`src/rtl/xfer_pkg.sv`:
```
package xfer_pkg;

  typedef enum logic [2:0] {
    K_FLAG  = 3'd0,
    K_BRA   = 3'd1,
    K_ABIT  = 3'd2,
    K_MBIT  = 3'd3,
    K_FUSE3 = 3'd4,
    K_FUSE2 = 3'd5,
    K_PCALL = 3'd6,
    K_TCALL = 3'd7
  } xferKind_e;

  // strobes from control to datapath
  typedef struct packed {
    logic       load;      // capture a new result
    logic       taken;     // evaluated condition
    logic [1:0] len;       // instruction length in bytes
    logic       relHigh;   // offset comes from the second operand
    logic       upage;     // absolute upper-page target
    logic       vector;    // table-slot target
  } xferCtrl_t;

endpackage

```
`src/rtl/xfer_ctrl.sv`:
```
module xfer_ctrl
  import xfer_pkg::*;
#(
  parameter int DATA_W = 8
) (
  input  logic              inValid,
  input  logic [2:0]        inKind,
  input  logic [2:0]        opTop,      // opcode bits 7:5
  input  logic              opPol,      // opcode bit 4
  input  logic              flagN,
  input  logic              flagV,
  input  logic              flagC,
  input  logic              flagZ,
  input  logic [DATA_W-1:0] accVal,
  input  logic [DATA_W-1:0] memVal,
  input  logic              cmpZero,
  output xferCtrl_t         ctrl
);

  localparam int BIT_W = $clog2(DATA_W);

  logic [BIT_W-1:0] bitIdx;
  logic flagSel;
  logic accBit;
  logic memBit;

  assign bitIdx = BIT_W'(opTop);

  always_comb begin
    unique case (opTop[2:1])
      2'd0: flagSel = flagN;
      2'd1: flagSel = flagV;
      2'd2: flagSel = flagC;
      default: flagSel = flagZ;
    endcase
  end

  assign accBit = accVal[bitIdx];
  assign memBit = memVal[bitIdx];

  always_comb begin
    ctrl         = '0;
    ctrl.load    = inValid;
    ctrl.len     = 2'd2;
    unique case (xferKind_e'(inKind))
      K_FLAG:  ctrl.taken = (flagSel == opTop[0]);
      K_BRA:   ctrl.taken = 1'b1;
      K_ABIT:  ctrl.taken = (accBit == opPol);
      K_MBIT: begin
        ctrl.taken   = (memBit == opPol);
        ctrl.len     = 2'd3;
        ctrl.relHigh = 1'b1;
      end
      K_FUSE3: begin
        ctrl.taken   = ~cmpZero;
        ctrl.len     = 2'd3;
        ctrl.relHigh = 1'b1;
      end
      K_FUSE2: ctrl.taken = ~cmpZero;
      K_PCALL: begin
        ctrl.taken = 1'b1;
        ctrl.upage = 1'b1;
      end
      default: begin
        ctrl.taken  = 1'b1;
        ctrl.len    = 2'd1;
        ctrl.vector = 1'b1;
      end
    endcase
  end

endmodule

```
`src/rtl/xfer_datapath.sv`:
```
module xfer_datapath
  import xfer_pkg::*;
#(
  parameter int          ADDR_W      = 16,
  parameter int          DATA_W      = 8,
  parameter int          NIB_W       = 4,
  parameter [ADDR_W-1:0] UPAGE_BASE  = 16'hFF00,
  parameter [ADDR_W-1:0] VECTOR_TOP  = 16'hFFDE
) (
  input  logic              clk,
  input  logic              rstN,
  input  xferCtrl_t         ctrl,
  input  logic [ADDR_W-1:0] pc,
  input  logic [NIB_W-1:0]  slot,
  input  logic [DATA_W-1:0] op1,
  input  logic [DATA_W-1:0] op2,
  output logic              outValid,
  output logic              outTaken,
  output logic [ADDR_W-1:0] outTarget,
  output logic [ADDR_W-1:0] outFall
);

  localparam int EXT_W = ADDR_W - DATA_W;

  logic [DATA_W-1:0] relByte;
  logic [ADDR_W-1:0] relExt;
  logic [ADDR_W-1:0] fallNext;
  logic [ADDR_W-1:0] relTarget;
  logic [ADDR_W-1:0] upTarget;
  logic [ADDR_W-1:0] vecTarget;
  logic [ADDR_W-1:0] targetNext;

  assign relByte   = ctrl.relHigh ? op2 : op1;
  assign relExt    = {{EXT_W{relByte[DATA_W-1]}}, relByte};
  assign fallNext  = pc + ADDR_W'(ctrl.len);
  assign relTarget = fallNext + relExt;
  assign upTarget  = UPAGE_BASE | ADDR_W'(op1);
  assign vecTarget = VECTOR_TOP - ADDR_W'({slot, 1'b0});

  always_comb begin
    if (ctrl.vector)     targetNext = vecTarget;
    else if (ctrl.upage) targetNext = upTarget;
    else                 targetNext = relTarget;
  end

  always_ff @(posedge clk or negedge rstN) begin
    if (!rstN) begin
      outValid  <= 1'b0;
      outTaken  <= 1'b0;
      outTarget <= '0;
      outFall   <= '0;
    end else begin
      outValid <= ctrl.load;
      if (ctrl.load) begin
        outTaken  <= ctrl.taken;
        outTarget <= targetNext;
        outFall   <= fallNext;
      end
    end
  end

endmodule

```
`src/rtl/xfer_target_unit.sv`:
```
module xfer_target_unit
  import xfer_pkg::*;
#(
  parameter int          ADDR_W     = 16,
  parameter int          DATA_W     = 8,
  parameter [ADDR_W-1:0] UPAGE_BASE = 16'hFF00,
  parameter [ADDR_W-1:0] VECTOR_TOP = 16'hFFDE
) (
  input  logic              clk,
  input  logic              rstN,
  input  logic              inValid,
  input  logic [2:0]        inKind,
  input  logic [ADDR_W-1:0] pc,
  input  logic [DATA_W-1:0] opcode,
  input  logic [DATA_W-1:0] op1,
  input  logic [DATA_W-1:0] op2,
  input  logic              flagN,
  input  logic              flagV,
  input  logic              flagC,
  input  logic              flagZ,
  input  logic [DATA_W-1:0] accVal,
  input  logic [DATA_W-1:0] memVal,
  input  logic              cmpZero,
  output logic              outValid,
  output logic              outTaken,
  output logic [ADDR_W-1:0] outTarget,
  output logic [ADDR_W-1:0] outFall
);

  localparam int NIB_W = DATA_W / 2;

  xferCtrl_t ctrl;

  xfer_ctrl #(.DATA_W(DATA_W)) ctrl_i (
    .inValid (inValid),
    .inKind  (inKind),
    .opTop   (opcode[DATA_W-1 -: 3]),
    .opPol   (opcode[DATA_W-4]),
    .flagN   (flagN),
    .flagV   (flagV),
    .flagC   (flagC),
    .flagZ   (flagZ),
    .accVal  (accVal),
    .memVal  (memVal),
    .cmpZero (cmpZero),
    .ctrl    (ctrl)
  );

  xfer_datapath #(
    .ADDR_W     (ADDR_W),
    .DATA_W     (DATA_W),
    .NIB_W      (NIB_W),
    .UPAGE_BASE (UPAGE_BASE),
    .VECTOR_TOP (VECTOR_TOP)
  ) dp_i (
    .clk       (clk),
    .rstN      (rstN),
    .ctrl      (ctrl),
    .pc        (pc),
    .slot      (opcode[DATA_W-1 -: NIB_W]),
    .op1       (op1),
    .op2       (op2),
    .outValid  (outValid),
    .outTaken  (outTaken),
    .outTarget (outTarget),
    .outFall   (outFall)
  );

endmodule

```
`config.mk`:
```
export PLATFORM = sky130hd
export DESIGN_NAME = xfer_target_unit
export DESIGN_NICKNAME = d
export VERILOG_FILES = /design/src/rtl/xfer_pkg.sv /design/src/rtl/xfer_ctrl.sv /design/src/rtl/xfer_datapath.sv /design/src/rtl/xfer_target_unit.sv
export SDC_FILE = /design/constraint.sdc
export NUM_CORES = 1
export LEC_CHECK = 0
export BUFFER_PORTS_ARGS = -buffer_cell sky130_fd_sc_hd__buf_2
export CORE_UTILIZATION = 53
export CTS_BUF_LIST = sky130_fd_sc_hd__clkbuf_2
export DETAILED_ROUTE_END_ITERATION = 8
export HOLD_SLACK_MARGIN = 0.02
export PLACE_DENSITY = 0.83
export SLEW_MARGIN = 15
export SYNTH_ARGS = -nofsm -noshare
export SYNTH_HDL_FRONTEND = slang
export SYNTH_SLANG_ARGS = --single-unit
```
`constraint.sdc`:
```
create_clock -name clk -period 0.8 [get_ports clk]
set_input_delay 0.24 -clock clk [delete_from_list [all_inputs] [get_ports clk]]
set_output_delay 0.24 -clock clk [all_outputs]
set_load 0.05 [all_outputs]
```
==> flow_summary.yaml, run 1 <==
synthesis:
  yosys-top-cells-area: "dfrtp_1 (28%), mux2_2 (8.0%), ha_1 (6.5%), xnor2_1 (4.8%), a21oi_1 (4.4%)"
  synth_top_area_frac: 0.276
  synth-seq-area-share: 0.276
  ys_ff_latch: 34
  syn-num-nets: 420
  syn_inst: 335
  yosys_most_used_dff: "dfrtp_1"
  syn-cell-area_um2: 3080
  ys_types: 69
  async_flop_share: 1.00
  synth-edff-count: 0
  ys_warn_count: 0
  avgSynthCellArea_um2: 9.21
  yosys.area.top_type: "dfrtp_1"
  synth_commonest_cells: "dfrtp_1 (34), nand2_1 (30), nor2_1 (30)"
  synth_most_common_cell: "dfrtp_1"
clock_tree:
  cts_sinks: 34
  cts_root_buf: "clkbuf_2"
  numCtsBuffers: 5
  h-tree-depth: 2
  clockBufferDepth: 2
sta:
  postGrtWorstEndpoint: "dp_i.outTarget[15]$_DFFE_PN0P_/D"
  endpoint_type: "register data pin"
place:
  gp_congestion: 0.867
  portBuffers: 96
  dp_hpwl_um: 7770
  place_area_um2: 4620
floorplan:
  die_w_um: 78.3
  fp-row-count: 27
  die_y_um: 78.3
  ios: 101
  initial_core_util: 0.553
run_status:
  error: "[ERROR DPL-0038] Utilization greater than 100%, impossible to legalize"
  status: "aborted with a tool error"
  lastStage: "5_1_grt"
global_route:
  grt_max_degree: 35
==> per-stage QoR <==
| stage | setup WS (ns) | util | instances | hold WS, ns |
|---|---|---|---|---|
| after detailed placement | -2.72 | 0.828 | 591 | 0.212 |
| after CTS | -2.20 | 0.969 | 629 | 0.165 |
| after floorplan | -2.42 | - | 335 | -0.0556 |
| after global placement | -2.57 | 0.828 | 591 | 0.211 |
==> logic make-up after synthesis <==
logic type,count (synthesis),share of synthesized area
multiplexers,34,0.144
flip-flops,34,0.276
buffers and inverters,25,0.0337
AND/OR/NAND/NOR,117,0.203
XOR/XNOR,23,0.0714
AO/OA/AOI/OAI,84,0.195
adder cells (fa/ha/maj),18,0.0779
==> timing repair <==
action / CTS
resized for setup: 122
setup endpoints to repair: 67
hold buffers: 1
pin swaps: 20
buffers inserted: 32
hold endpoints to repair: 34
==> inputs of run 2 (changes only) <==
Settings changed: CORE_UTILIZATION 53 to 40, CTS_BUF_LIST sky130_fd_sc_hd__clkbuf_2 to default, HOLD_SLACK_MARGIN 0.02 to default, PLACE_DENSITY 0.83 to default, PLACE_DENSITY_LB_ADDON from default to 0.15.
==> run 2 against run 1 <==
The flow now finishes, with violations (negative setup slack). Synthesized cell count unchanged. Area after synthesis unchanged.
==> flow_summary.yaml, run 2 <==
route:
  drt-initial-drc-count: 236
  vias: 3656
  drt-total-wl_um: 12100
  drt-vias-per-instance: 5.49
  drtPass1Iterations: 4
  remaining_drc_errors: 0
  wire_per_inst_um: 18.1
  postRouteAntennaNets: 0
synthesis:
  synth_most_common_cell: "dfrtp_1"
  ys_types: 69
  yosys_most_used_dff: "dfrtp_1"
  synth_compound_area_frac: 0.195
  synthAdderAreaFrac: 0.0779
  syn_inst: 335
  async_flop_share: 1.00
  synth-edff-count: 0
  yosys.area.top_type: "dfrtp_1"
  yosys-top-cells-area: "dfrtp_1 (28%), mux2_2 (8.0%), ha_1 (6.5%), xnor2_1 (4.8%), a21oi_1 (4.4%)"
  synth-simple-area-share: 0.203
  ys_warn_count: 0
  synth-seq-area-share: 0.276
  synth_commonest_cells: "dfrtp_1 (34), nand2_1 (30), nor2_1 (30)"
  synth_top_family_by_area: "simple AND/OR/NAND/NOR gates"
  synth_top_area_frac: 0.276
  synth_xor_area_frac: 0.0714
  ys_ff_latch: 34
  synthMuxAreaShare: 0.144
  syn-num-nets: 420
  syn-cell-area_um2: 3080
  avgSynthCellArea_um2: 9.21
setup_path:
  critPathLaunch: "inKind[1]"
  r2r-start: "dp_i.outTarget[15]$_DFFE_PN0P_"
  reg2reg_slack_ns: -0.14
  path_class: "input port to register"
  critical_path.endpoint_type: "register"
  cpPeakStageDelay_ns: 0.49
  critPathLaunchType: "input port"
  crit_path_frequent_cell: "buf_6"
  required_ns: 0.96
  crit_chain: "buf_6, or3b_4, nand2_4, ha_4, fa_2, ha_4, a211oi_4, o21bai_1, a21oi_2, a211oi_4, buf_6, buf_6, nor3_4, o32ai_4, nor3_2, a311oi_2"
  cp-endpoint: "dp_i.outTarget[13]$_DFFE_PN0P_"
  crit_path_top_delay_cell: "fa_2"
  cp_max_fo: 3
  rr_worst_depth: 4
  cp_data_arrival_time_ns: 3.44
  worstReg2RegEnd: "dp_i.outTarget[15]$_DFFE_PN0P_"
sta:
  max_freq_mhz: 305
  setup-tns-final_ns: -61.97
  maxSlewHeadroom: 0.604
  fin_crit_sh: 4.10
  rsz0062_at_grt: "yes"
  setup_slack_ns: -2.48
  drv_slew: 0
  min_period_ns: 3.28
  worst_pin_slew_ns: 0.590
  final.setup_skew_ns: 0
  hold_viol: 0
  setup_violations: 67
place:
  portBuffers: 96
  gp_congestion: 0.884
  dp_hpwl_um: 7480
final_layout:
  drive_gt1_frac: 0.716
  area_growth_pct: 89.2
  final_common_cell: "buf_4"
  reg.largest.list: "dp_i.outFall x16, dp_i.outTarget x16"
  nFillCells: 468
  insertedDiodeCount: 0
  mostFrequentLayoutCells: "buf_4 (120), buf_2 (59), buf_6 (55)"
  nets: 651
global_route:
  gr-total-overflow: 0
  antenna_found_initial: 0
  grt_usage: 0.263
  grt_max_degree: 35
  grt_first_pass_wirelength_um: 17400
  grt_pass1_vias: 3669
floorplan:
  die_w_um: 89.8
  core_um2: 7370
  dieArea_um2: 8070
  fp-row-count: 31
  die_y_um: 89.8
  ios: 101
  initial_core_util: 0.419
clock_tree:
  clk_pin_slew_ns: 0.07
  cts_tree: "built"
  insertion_delay_ns: 0.30
  clockBufferDepth: 2
  h-tree-depth: 2
  cts_root_buf: "clkbuf_8"
  numCtsBuffers: 5
  cts_sinks: 34
power_and_ir_drop:
  power.total_mw: 9.89
  peakVddDrop_mv: 1.00
  p_per_area_nw_per_um2: 1690
  leakage_nw: 2.62
hold_path:
  hold_class: "input port to register"
run:
  drv_cap: 0
run_status:
  violations: "negative setup slack"
  status: "finished, violations left"
run 2: cell type report:
class / instances / area [um2] / share of cell area
tap: 99 / 124 / 0.0212
inverter: 11 / 41.3 / 0.00707
multi-input combinational: 276 / 2800 / 0.480
clock buffer: 7 / 86.3 / 0.0148
sequential: 34 / 892 / 0.153
timing repair buffer: 238 / 1890 / 0.323
clock inverter: 1 / 5.00 / 0.000857
run 2: what timing repair did:
action	CTS	global route
pin swaps	39	32
endpoints found under the setup margin	67	67
hold endpoints to repair	34	0
buffers inserted	22	17
hold buffers	1	0
resized for setup	116	61
run 2: worst min-delay path by stage:
stage                     startpoint                            end  slack (ns)  depth (start not counted)
after global routing          op1[5]  dp_i.outTarget[5]$_DFFE_PN0P_        0.30                          3
after detailed placement        rstN    dp_i.outFall[3]$_DFFE_PN0P_        0.22                          2
after CTS                     op1[5]  dp_i.outTarget[5]$_DFFE_PN0P_        0.27                          3
final                         op1[5]  dp_i.outTarget[5]$_DFFE_PN0P_        0.28                          3
after global placement          rstN    dp_i.outFall[0]$_DFFE_PN0P_        0.22                          2
after floorplan                 rstN    dp_i.outFall[0]$_DFFE_PN0P_       -0.06                          0
run 2: logic make-up after synthesis:
family / count (synthesis)
AO/OA/AOI/OAI: 84
XOR/XNOR: 23
adder cells (fa/ha/maj): 18
buffers and inverters: 25
flip-flops: 34
multiplexers: 34
AND/OR/NAND/NOR: 117
run 2: routing by layer:
metal,GRT usage,part of all wire,up-vias
met5,0,0,-
met4,0.0765,0.028,0
met3,0.0305,0.038,35
met2,0.450,0.50,119
met1,0.349,0.44,1784
li1,-,-,1718
run 2: where the power goes:
group | internal [mW] | switching (mW)
combinational | 2.92 | 3.23
clock | 0.696 | 0.719
sequential | 2.09 | 0.234
run 2: worst max-delay path: cells and delay by family:
kind / cells / cell delay [ns]
AO/OA/AOI/OAI: 6 / 0.95
AND/OR/NAND/NOR: 4 / 0.97
buffers and inverters: 3 / 0.35
adder cells (fa/ha/maj): 3 / 0.91
run 2: per-stage QoR:
stage	setup WS, ns	util	cell area [um2]	hold slack (ns)	instances
after floorplan	-2.42	-	3340	-0.0556	335
after global placement	-2.59	0.633	4670	0.215	620
after detailed placement	-2.75	0.633	4670	0.217	620
after CTS	-2.29	0.731	5380	0.275	650
after global routing	-2.59	0.792	5840	0.297	666
final	-2.48	0.792	5840	0.282	666
No activity file was read; power rests on OpenSTA's default activity.
==> inputs of run 3 (changes only) <==
Settings changed: ABC_AREA from default to 1.
==> run 3 against run 2 <==
The flow still finishes with violations (negative setup slack). Clock skew stayed put. Clock-buffer cell count is 2 lower. Setup slack better by 0.61 ns. Core utilization is 1.9 points higher. Via count is 14% higher. Register-to-register slack worse by 0.05 ns. Sequential power is 2% lower. Design area is 1.8% higher. Routed wire length is 3.2% higher. Global-route usage is 2.6 points higher. Non-clock buffer count is 2 higher.
==> flow_summary.yaml, run 3 <==
clock_tree:
  cts_root_buf: "clkbuf_8"
  h-tree-depth: 2
  numCtsBuffers: 5
  cts_sinks: 34
  clockBufferDepth: 2
  cts_tree: "built"
  clk_pin_slew_ns: 0.08
  insertion_delay_ns: 0.29
floorplan:
  dieArea_um2: 8030
  die_w_um: 89.6
  fp-row-count: 31
  die_y_um: 89.6
  initial_core_util: 0.419
  ios: 101
  core_um2: 7330
setup_path:
  path_class: "input port to register"
  required_ns: 1.00
  cp_data_arrival_time_ns: 2.87
  critical_path.endpoint_type: "register"
  cpPeakStageDelay_ns: 0.33
  crit_path_top_delay_cell: "ha_1"
  cp_max_fo: 4
  crit_chain: "buf_12, nor2_4, nand2_4, nand2_4, ha_4, fa_2, nand2_4, nor2_4, nand4_1, nor2_2, nand4_1, xor2_1, ha_1, a21oi_1, nand2_1, inv_2, nand3_2, nand2_1, nand3_1, nand2_1, inv_1"
  critPathLaunchType: "input port"
sta:
  maxSlewHeadroom: 0.583
  rsz0062_at_grt: "yes"
  final.setup_skew_ns: 0
  setup_violations: 67
  worst_pin_slew_ns: 0.624
  max_freq_mhz: 375
  fin_crit_sh: 3.33
  hold_viol: 0
  setup-tns-final_ns: -48.18
  setup_slack_ns: -1.87
  min_period_ns: 2.67
  drv_slew: 0
final_layout:
  final_util: 0.811
  drive_gt1_frac: 0.602
  reg.largest.list: "dp_i.outFall x16, dp_i.outTarget x16"
  mostFrequentLayoutCells: "buf_4 (119), nand2_1 (100), buf_2 (57)"
  insertedDiodeCount: 0
  final_common_cell: "buf_4"
  regArea_um2: 892
  area_growth_pct: 93.5
  multi_input_area_um2: 2610
  nets: 782
  nFillCells: 470
global_route:
  antenna_found_initial: 0
  grt_pass1_vias: 3870
  grt_first_pass_wirelength_um: 17700
  gr-total-overflow: 0
  grt_max_degree: 35
  grt_usage: 0.289
synthesis:
  syn_inst: 457
  ys_warn_count: 0
  ys_ff_latch: 34
  yosys.area.top_type: "dfrtp_1"
  ys_types: 43
  synth_most_common_cell: "nand2_1"
  synth_top_area_frac: 0.277
  synth_commonest_cells: "nand2_1 (131), inv_1 (44), nor2_1 (44)"
  yosys-top-cells-area: "dfrtp_1 (28%), nand2_1 (16%), ha_1 (6.5%), nand3_1 (6.5%), inv_1 (5.4%)"
  synth-edff-count: 0
  avgSynthCellArea_um2: 6.72
  yosys_most_used_dff: "dfrtp_1"
  synth-seq-area-share: 0.277
  syn-num-nets: 542
  async_flop_share: 1.00
  syn-cell-area_um2: 3070
route:
  postRouteAntennaNets: 0
  met2_wirelength_um: 6370
  drt-initial-drc-count: 242
  drt-total-wl_um: 12400
  drt-vias-per-instance: 5.25
  wire_per_inst_um: 15.6
  topRoutingLayerUsed: "met4"
  wl_met1_um: 5100
  vias: 4186
  route.met3.wl_um: 722
  drtPass1Iterations: 5
  remaining_drc_errors: 0
power_and_ir_drop:
  p_comb_frac: 0.560
  netSwitchingFraction: 0.416
  leakage_nw: 2.94
  power.internal_mw: 5.67
  sequentialPowerShare: 0.233
  power.total_mw: 9.71
  power.share.clock: 0.207
  p_per_area_nw_per_um2: 1630
  switchingPower_mw: 4.04
  peakVddDrop_mv: 1.02
place:
  dp_hpwl_um: 8190
  portBuffers: 96
  gp_congestion: 0.912
hold_path:
  hold_class: "input port to register"
run_status:
  violations: "negative setup slack"
  status: "finished, violations left"
run:
  drv_cap: 0
## run 3: cell count changes in the layout (fill, tap and decap cells not counted), sizes merged, moves of 17 or more
| cell | previous run | this run |
|---|---|---|
| nand2 | 30 | 150 |
| inv | 11 | 50 |
| nand3 | 10 | 43 |
| mux2 | 22 | 3 |
| nor2 | 31 | 48 |
| xnor2 | 18 | 1 |
## run 3: metrics by stage
stage	hold slack [ns]	cells	setup slack [ns]	cell area [um2]
final	0.270	797	-1.87	5940
after global routing	0.286	797	-2.04	5940
after CTS	0.263	779	-1.63	5580
after detailed placement	0.212	752	-2.11	4660
after global placement	0.211	752	-2.14	4660
after floorplan	-0.0556	457	-1.75	3270
## run 3: power by group through the flow
stage	Clock (mW)	Combinational, mW	Sequential [mW]
after CTS	2.00	4.91	2.26
after floorplan	0	1.58	3.20
after global placement	0	4.02	2.21
final	2.01	5.44	2.27
after detailed placement	0	4.08	2.22
after global routing	2.07	5.79	2.29
## run 3: repair_timing
item,in CTS,in global routing
hold endpoints to repair,34,0
setup buffers,20,18
pin swaps,39,41
endpoints found under the setup margin,67,67
hold buffers,1,0
resized for setup,160,55
cloned,0,2
## run 3: per-layer routing
| metal | up-vias | GRT usage |
|---|---|---|
| met5 | - | 0 |
| met4 | 0 | 0.0779 |
| met3 | 27 | 0.0448 |
| met2 | 166 | 0.523 |
| met1 | 2011 | 0.358 |
| li1 | 1982 | - |
## run 3: cell type report
class,count,share of cell area
multi-input combinational,365,0.438
sequential,34,0.150
timing repair inverter,1,0.00147
tap,99,0.0208
clock buffer,5,0.0116
clock inverter,3,0.0116
timing repair buffer,240,0.330
inverter,50,0.0358
## run 3: cells by family (layout without fill, tap and decap cells)
| kind of cell | count (synthesis) | after routing | share of synthesized area |
|---|---|---|---|
| compound gates | 68 | 68 | 0.130 |
| xor+xnor | 14 | 14 | 0.0399 |
| fa+ha+maj | 18 | 18 | 0.0782 |
| buf+inv | 58 | 299 | 0.0737 |
| flops | 34 | 34 | 0.277 |
| mux | 5 | 5 | 0.0175 |
| simple gates | 260 | 260 | 0.383 |
## run 3: worst max-delay path, delay by kind of cell
kind                       cells  cell delay [ns]
xor gates and xnor gates       1             0.25
adders and majority gates      3             0.70
and+or+nand+nor               13             1.28
buffers and inverters          3             0.21
AOI/OAI and AO/OA              1             0.20
## run 3: path summary, 6_finish.rpt
path,startpoint,end,slack [ns],cells after the start
min,pc[15],dp_i.outFall[15]$_DFFE_PN0P_,0.27,3
max,inKind[0],dp_i.outTarget[15]$_DFFE_PN0P_,-1.87,21
max in group asynchronous,rstN,dp_i.outTarget[12]$_DFFE_PN0P_,0.17,3
min reg2reg,dp_i.outFall[11]$_DFFE_PN0P_,dp_i.outFall[11]$_DFFE_PN0P_,0.51,2
max reg2reg,dp_i.outTarget[13]$_DFFE_PN0P_,dp_i.outTarget[13]$_DFFE_PN0P_,-0.19,4
min in group asynchronous,rstN,dp_i.outFall[8]$_DFFE_PN0P_,0.41,3
==> inputs of run 4 (changes only) <==
Clock period 0.8 ns to 2.5 ns, I/O delays scaled along.
==> run 4 against run 3 <==
The run still ends with negative setup slack left. Routed wire length shrank 20%. First-iteration DRC count down 40%. Non-clock buffer count shrank 42. Sequential power down 70%. Die area unchanged. Combinational power down 74%.
==> flow_summary.yaml, run 4 (synthesized netlist as in run 3, its figures left out) <==
run_status:
  status: "finished, violations left"
  violations: "negative setup slack"
global_route:
  antenna_found_initial: 0
  grt_usage: 0.255
  gr-total-overflow: 0
  grt_pass1_vias: 3350
  grt_first_pass_wirelength_um: 15600
  grt_max_degree: 35
hold_path:
  min_from: "dp_i.outFall[14]$_DFFE_PN0P_"
  whs_endpoint: "dp_i.outFall[14]$_DFFE_PN0P_"
  hold_class: "register to register"
  min_delay_path_depth: 2
sta:
  drv_slew: 0
  worst_pin_slew_ns: 0.835
  hold_viol: 0
  setup_violations: 14
  fin_crit_sh: 1.20
  min_period_ns: 2.99
  setup_slack_ns: -0.492
  setup-tns-final_ns: -5.81
  max_freq_mhz: 334
  maxSlewHeadroom: 0.443
  final.setup_skew_ns: 0
  hold_ws_ns: 0.473
  rsz0062_at_grt: "yes"
clock_tree:
  numCtsBuffers: 5
  cts_hold_buf: 0
  h-tree-depth: 2
  clockBufferDepth: 2
  clk_pin_slew_ns: 0.07
  cts_sinks: 34
  insertion_delay_ns: 0.30
  cts_root_buf: "clkbuf_8"
  cts_tree: "built"
final_layout:
  final_common_cell: "nand2_1"
  mostFrequentLayoutCells: "nand2_1 (119), buf_4 (98), buf_2 (93)"
  reg.largest.list: "dp_i.outFall x16, dp_i.outTarget x16"
  insertedDiodeCount: 0
  nFillCells: 667
  final_util: 0.682
  nets: 739
  regArea_um2: 851
  drive_gt1_frac: 0.478
  area_growth_pct: 62.6
  multi_input_area_um2: 2410
route:
  wire_per_inst_um: 13.2
  drt-total-wl_um: 9970
  drt-vias-per-instance: 4.94
  drtPass1Iterations: 5
  drt-initial-drc-count: 144
  postRouteAntennaNets: 0
  vias: 3723
  remaining_drc_errors: 0
place:
  portBuffers: 96
  gp_congestion: 0.905
  dp_hpwl_um: 7580
setup_path:
  cp_max_fo: 4
  critical_path.endpoint_type: "register"
  critPathLaunchType: "input port"
  worstReg2RegEnd: "dp_i.outTarget[15]$_DFFE_PN0P_"
  path_class: "input port to register"
  rr_worst_depth: 3
  reg2reg_slack_ns: 1.65
  cp_data_arrival_time_ns: 3.23
  required_ns: 2.74
  r2r-start: "dp_i.outTarget[15]$_DFFE_PN0P_"
power_and_ir_drop:
  peakVddDrop_mv: 0.225
  leakage_nw: 2.61
  p_per_area_nw_per_um2: 554
floorplan:
  die_w_um: 89.6
  die_y_um: 89.6
  fp-row-count: 31
  core_um2: 7330
  ios: 101
  initial_core_util: 0.419
  dieArea_um2: 8030
run:
  drv_cap: 0
## run 4: area by class of cell
cell class / count / share of cell area
well taps: 99 / 0.0248
flip-flops and latches: 34 / 0.170
inverters: 50 / 0.0381
multi-input cells: 365 / 0.482
clock inverters: 3 / 0.0138
clock buffers: 5 / 0.0138
repair buffers: 198 / 0.258
## run 4: how the worst max path moves through the flow
stage / depth (start not counted) / slack [ns] / start / to
floorplan: 21 / -0.61 / inKind[0] / dp_i.outTarget[15]$_DFFE_PN0P_
global placement: 20 / -0.91 / inKind[0] / dp_i.outTarget[14]$_DFFE_PN0P_
detailed placement: 20 / -0.95 / inKind[0] / dp_i.outTarget[8]$_DFFE_PN0P_
CTS: 20 / -0.56 / inKind[1] / dp_i.outTarget[15]$_DFFE_PN0P_
global route: 22 / -0.65 / inKind[0] / dp_i.outTarget[15]$_DFFE_PN0P_
finish: 22 / -0.49 / inKind[0] / dp_i.outTarget[11]$_DFFE_PN0P_
## run 4: power by group
group / total [mW] / switching, mW / leakage (nW) / internal, mW
logic: 1.44 / 0.888 / 2.15 / 0.554
registers: 0.684 / 0.0471 / 0.394 / 0.637
clock network: 0.640 / 0.240 / 0.0683 / 0.400
## run 4: through the flow
stage | instances | setup slack [ns] | area [um2] | total power, mW
after CTS | 748 | -0.564 | 4730 | 2.67
final | 754 | -0.492 | 5000 | 2.77
after floorplan | 457 | -0.607 | 3130 | 1.49
after detailed placement | 728 | -0.947 | 4330 | 1.94
after global placement | 728 | -0.910 | 4330 | 1.93
after global routing | 754 | -0.651 | 5000 | 2.92
## run 4: routing by layer
metal  global-route usage  share of wire  vias to the layer above  wire (um)
met5                    0              0                        -          0
met4               0.0866          0.019                        0        188
met3               0.0393          0.043                       17        432
met2                0.399           0.46                       99       4540
met1                0.357           0.48                     1713       4810
li1                     -              -                     1894          -
## run 4: critical path, cell delays in order
cell and delay, ns:
buf_8 0.09, nor2_4 0.04, nand2_2 0.07, nand2_2 0.06, ha_4 0.17, fa_2 0.35, nand2_2 0.10, nor2_4 0.04
buf_4 0.14, xor2_4 0.16, ha_4 0.29, nand2_2 0.06, inv_2 0.05, nand4_1 0.09, nand3_2 0.14, nand3_2 0.11
nand2_4 0.11, nand3_2 0.10, a21o_1 0.17, nand3_2 0.05, nand2_1 0.04, inv_1 0.04
## run 4: repair_timing
action	in CTS	in global routing
pin swaps	36	54
buffers inserted	12	8
endpoints found under the setup margin	14	18
resized for setup	35	50
